--- config.mk ---
export PLATFORM = sky130hd
export DESIGN_NAME = clk_scaler_top
export DESIGN_NICKNAME = d
export VERILOG_FILES = /design/src/rtl/cs_pkg.sv /design/src/rtl/cs_cfg_reg.sv /design/src/rtl/cs_frac_acc.sv /design/src/rtl/cs_int_cnt.sv /design/src/rtl/clk_scaler_top.sv
export SDC_FILE = /design/constraint.sdc
export NUM_CORES = 1
export LEC_CHECK = 0
export ABC_AREA = 1
export BUFFER_PORTS_ARGS = -buffer_cell sky130_fd_sc_hd__buf_4
export CAP_MARGIN = 20
export CORE_UTILIZATION = 42
export CTS_CLUSTER_DIAMETER = 60
export DETAILED_ROUTE_END_ITERATION = 6
export SLEW_MARGIN = 20
export SYNTH_ARGS = -nofsm -noshare
export SYNTH_HDL_FRONTEND = slang
export SYNTH_SLANG_ARGS = --single-unit
--- constraint.sdc ---
create_clock -name clk -period 1.7 [get_ports clk]
set_clock_uncertainty 0.1 [all_clocks]
set_input_delay 0.085 -clock clk [delete_from_list [all_inputs] [get_ports clk]]
set_output_delay 0.085 -clock clk [all_outputs]
set_load 0.02 [all_outputs]
--- src/rtl/cs_pkg.sv ---
package cs_pkg;
    typedef enum logic [1:0] {
        S_OFF  = 2'd0,
        S_FRAC = 2'd1,
        S_INT  = 2'd2
    } cs_state_e;
endpackage

--- src/rtl/cs_cfg_reg.sv ---
module cs_cfg_reg #(
    parameter int SCALE_W = 3
) (
    input  logic               clk,
    input  logic               rst,
    input  logic               we,
    input  logic [SCALE_W+1:0] wdata,
    output logic [SCALE_W-1:0] field,
    output logic               mode,
    output logic               gate
);
    // Pending word, taken up by the sequencer only at a boundary
    always_ff @(posedge clk) begin
        if (rst) begin
            field <= '1;      // full-rate field, fractional mode, gate off
            mode  <= 1'b0;
            gate  <= 1'b0;
        end else if (we) begin
            field <= wdata[SCALE_W-1:0];
            mode  <= wdata[SCALE_W];
            gate  <= wdata[SCALE_W+1];
        end
    end
endmodule

--- src/rtl/cs_frac_acc.sv ---
module cs_frac_acc #(
    parameter int SCALE_W = 3
) (
    input  logic             clk,
    input  logic             rst,
    input  logic             clear,
    input  logic             run,
    input  logic [SCALE_W:0] n,
    output logic             fire,
    output logic             last
);
    logic [SCALE_W-1:0] acc;
    logic [SCALE_W-1:0] phase;
    logic [SCALE_W:0]   sum;

    assign sum  = {1'b0, acc} + n;
    assign fire = run && sum[SCALE_W];   // carry out of the window modulus
    assign last = run && (&phase);

    always_ff @(posedge clk) begin
        if (rst || clear) begin
            acc   <= '0;
            phase <= '0;
        end else if (run) begin
            acc   <= sum[SCALE_W-1:0];
            phase <= phase + 1'b1;
        end
    end
endmodule

--- src/rtl/cs_int_cnt.sv ---
module cs_int_cnt #(
    parameter int SCALE_W = 3
) (
    input  logic               clk,
    input  logic               rst,
    input  logic               load,
    input  logic [SCALE_W-1:0] load_val,
    input  logic               run,
    output logic               fire,
    output logic [SCALE_W-1:0] cnt
);
    assign fire = run && (cnt == '0);

    always_ff @(posedge clk) begin
        if (rst) begin
            cnt <= '0;
        end else if (load) begin
            cnt <= load_val;
        end else if (run && cnt != '0) begin
            cnt <= cnt - 1'b1;
        end
    end
endmodule

--- src/rtl/clk_scaler_top.sv ---
module clk_scaler_top
    import cs_pkg::*;
#(
    parameter int SCALE_W  = 3,
    parameter int HAS_MODE = 1
) (
    input  logic               clk,
    input  logic               rst,
    input  logic               cfg_we,
    input  logic [SCALE_W+1:0] cfg_wdata,
    output logic               scale_ce
);
    localparam int N_W = SCALE_W + 1;

    logic [SCALE_W-1:0] pend_field;
    logic               pend_mode;
    logic               pend_gate;
    logic [SCALE_W-1:0] act_field;
    logic [N_W-1:0]     act_n;
    logic               want_int;
    logic               bound;
    logic               frac_fire, frac_last;
    logic               int_fire;
    logic [SCALE_W-1:0] int_cnt;
    cs_state_e          state_q, state_d;

    cs_cfg_reg #(.SCALE_W(SCALE_W)) u_cfg (
        .clk(clk), .rst(rst), .we(cfg_we), .wdata(cfg_wdata),
        .field(pend_field), .mode(pend_mode), .gate(pend_gate)
    );

    generate
        if (HAS_MODE != 0) begin : g_mode
            assign want_int = pend_mode;
        end else begin : g_nomode
            assign want_int = 1'b0;   // bit 3 has no effect
        end
    endgenerate

    assign act_n = {1'b0, act_field} + 1'b1;

    cs_frac_acc #(.SCALE_W(SCALE_W)) u_frac (
        .clk(clk), .rst(rst), .clear(bound), .run(state_q == S_FRAC),
        .n(act_n), .fire(frac_fire), .last(frac_last)
    );

    cs_int_cnt #(.SCALE_W(SCALE_W)) u_int (
        .clk(clk), .rst(rst), .load(bound), .load_val(pend_field),
        .run(state_q == S_INT), .fire(int_fire), .cnt(int_cnt)
    );

    // Boundary detection and next-state logic
    always_comb begin
        unique case (state_q)
            S_OFF:   bound = 1'b1;
            S_FRAC:  bound = frac_last;
            S_INT:   bound = int_fire;
            default: bound = 1'b1;
        endcase
        state_d = state_q;
        if (bound) begin
            if (!pend_gate)    state_d = S_OFF;
            else if (want_int) state_d = S_INT;
            else               state_d = S_FRAC;
        end
    end

    // State register and active field latch
    always_ff @(posedge clk) begin
        if (rst) begin
            state_q   <= S_OFF;
            act_field <= '1;
        end else begin
            state_q <= state_d;
            if (bound) act_field <= pend_field;
        end
    end

    // Output decode
    always_comb begin
        unique case (state_q)
            S_OFF:   scale_ce = 1'b0;
            S_FRAC:  scale_ce = frac_fire;
            S_INT:   scale_ce = int_fire;
            default: scale_ce = 1'b0;
        endcase
    end
endmodule

==> results.md <==
* Hold Crit Depth at 4
* CP max-delay cell: dfxtp_4
* Worst-Margin Slew at 0.183 ns
* Final WL at 2020 um
* CTS Buffer Depth at 2
* Flop pwr share at 53.7%
* Commonest non-fill, non-tap cell in the layout: nand2_1
* Worst Hold Class: in -> reg
* Setup crit start kind: register
* Largest delay share family, worst path: flip-flops
* Num CTS Buffers at 3
* Synth unique cells at 23
* Power per standard cell area at 715 nW/um2
* Port buffer count at 8
* FP Rows at 16
* Worst VDD drop at 601 uV
* Crit Reg-Reg Startpoint: u_frac.phase[0]$_SDFFE_PP0P_
* Setup ws final at 0.0401 ns
* Post-route ant nets at 0
* Max stage delay on crit path at 0.38 ns
* Global-route wire length before repair at 3290 um
* Nets at 164
* Grt ovf at 0
* Setup-failing EPs final at 0
* Die span in x at 49.9 um
* Cells after Synth at 120
* Die area at 2490 um2
* I/O pins at 9
* Sinks on Clock Net at 19
* Arr. time, crit path at 1.47 ns
* Drt wl/cell at 11.8 um
* Die height at 49.9 um
* Overall Global Routing Usage at 17.5%
* Reg2Reg Depth at 8
* Slew HR at 87.8%
* CTS tree: built
* Mapped Avg Cell Area at 8.04 um2
* CP required at 1.51 ns
* Area Growth Syn to Fin at 31.4%
* Worst R2R Setup Slack at 0.11 ns
* GP Congestion at 0.725
* Worst-Skew Late Latency at 0.31 ns
* Netlist Area Pre-Place at 965 um2
* FF+latch count, synth at 19
* CP Buf/Inv Count at 3
* Worst setup path class: reg -> out
* Drt via density at 4.84
* Final slew viol count at 0
* Critical path cell sequence: inv_1 -> ha_2 -> nand3_4 -> buf_4 -> a21oi_2 -> buf_4
* Initial Util at 46.8%
* Max_cap viols at 0
* Via Count at 833
* Clk pwr share at 25.9%
* Post-Place Worst Slack at 0.166 ns
* DP Cell Count at 157
* Worst-path clk slew at 0.11 ns
* Combinational cell fraction of total power at 20.3%
* Post-Layout Cell Count at 172
* Initial antenna violation count at 0
* Diode count at 0
* CTS root buf: clkbuf_4
* DRC at 0
* Start point of the worst hold path: cfg_we
* Post-synth net total at 138
* Sw Share at 29.0%
* Hold Vio Cnt, Final at 0
* Net Sw Power at 0.263 mW
* Leakage at 0.551 nW
* Commonest cells after routing, fill and taps aside: nand2_1 (27), inv_1 (16), dfxtp_1 (14)
* Vias in the first global route at 794
* Post-layout min period at 1.66 ns
* Status: finished, final reports clean
* Hold_ws at 0.0565 ns
* DRT iter0 DRCs at 40
* Core Area at 2060 um2
* Most used cell, CP: buf_4
* Hpwl dp at 1330 um
* H-tree depth at 1
* Fraction of registers with async set/reset at 0%
* Post-synth EDFFs at 0
* Yosys warns at 0
* Critical Path End Type: primary output
* Crit path max fanout at 4
* Hold path endpoint: u_cfg.field[0]$_SDFFE_PP1P_
* Sequential share of the synthesized area at 39.4%
* Synth Flop Type: dfxtp_1
* Pre-antenna DRT Iters at 4
* Layout cells sized above 1 at 24.8%
* Largest net degree at the start of global routing at 12
* RR Endpoint: u_int.cnt[2]$_SDFFE_PP0P_
* Max Clk Rate at 602 MHz
* Setup TNS at 0 ns
* Final worst-path cycle share at 97.6%
* Pint at 0.643 mW
## flip-flops by register name, indices dropped and copies added, names as in the netlist
register      flops
u_cfg.gate        1
u_frac.phase      3
u_int.cnt         3
u_cfg.mode        1
act_field         3
u_frac.acc        3
u_cfg.field       3
state_q           2
## routing by layer
layer  up-vias  global-route usage, %  share of wire, %
met3         6                   2.78               3.3
li1        437                      -                 -
met5         -                      0                 0
met4         0                   7.14               1.9
met1       378                   23.4                48
met2        12                   27.7                47
## logic make-up (layout without fill, tap and decap cells)
logic type / count (synthesis) / after routing / synth area share (%)
adders and majority gates: 10 / 10 / 13.7
DFF: 19 / 19 / 39.4
xor gates and xnor gates: 2 / 2 / 1.82
AOI/OAI and AO/OA: 16 / 16 / 11.9
and+or+nand+nor: 53 / 53 / 24.5
buffers and inverters: 20 / 45 / 8.56
## power by group through the flow
stage,Combinational [mW],Clock [mW],Sequential (mW)
2_1_floorplan,0.108,0,0.490
3_3_place_gp,0.147,0,0.492
3_5_place_dp,0.149,0,0.494
4_1_cts,0.172,0.244,0.483
5_1_grt,0.207,0.265,0.489
6_report,0.184,0.235,0.487
## tightest hold or removal path: cells and delay by family
| family | cells | cell delay [ns] |
|---|---|---|
| buffers and inverters | 2 | 0.21 |
| AND/OR/NAND/NOR | 2 | 0.13 |
## worst max-delay path by stage
stage	startpoint	slack, ns	to	depth (start not counted)
finish	state_q[0]$_SDFFE_PP0P_	0.04	scale_ce	6
global route	act_field[1]$_SDFFE_PP1P_	-0.02	scale_ce	6
CTS	act_field[2]$_SDFFE_PP1P_	0.01	scale_ce	6
detailed placement	u_frac.phase[0]$_SDFFE_PP0P_	0.17	u_int.cnt[2]$_SDFFE_PP0P_	8
global placement	u_frac.phase[0]$_SDFFE_PP0P_	0.16	u_int.cnt[2]$_SDFFE_PP0P_	8
floorplan	u_frac.phase[0]$_SDFFE_PP0P_	0.22	state_q[1]$_SDFFE_PP0P_	7
## final cells by class
cell class	count	area, um2
multi-input cells	81	549
repair buffers	22	193
clock buffers	3	22.5
well taps	27	33.8
fillers	186	795
clock inverters	1	5.00
inverters	19	75.1
flip-flops and latches	19	389
## cells in the mapped netlist, types with 2 or more instances
library cell  number  area (um2)
nand2_1           27         101
nor2_1             9        33.8
inv_1             17        63.8
o21ai_0            3        15.0
dfxtp_1           19         380
nand3_1           13        65.1
a21oi_1            3        15.0
a21oi_2            3        26.3
xnor2_1            2        17.5
a31oi_1            3        18.8
ha_1               9         113
## per-stage QoR
step / utilization (%) / area (um2) / power, mW
floorplan: - / 965 / 0.598
global placement: 51.9 / 1070 / 0.640
detailed placement: 51.9 / 1070 / 0.642
CTS: 58.8 / 1210 / 0.899
global route: 61.5 / 1270 / 0.962
finish: 61.5 / 1270 / 0.906
## what timing repair did
action	CTS	global route
setup buffers	0	0
resized for setup	1	15
endpoints found under the hold margin	10	0
endpoints found under the setup margin	1	3
hold buffers	11	0
(Power assumes the default switching activity.)
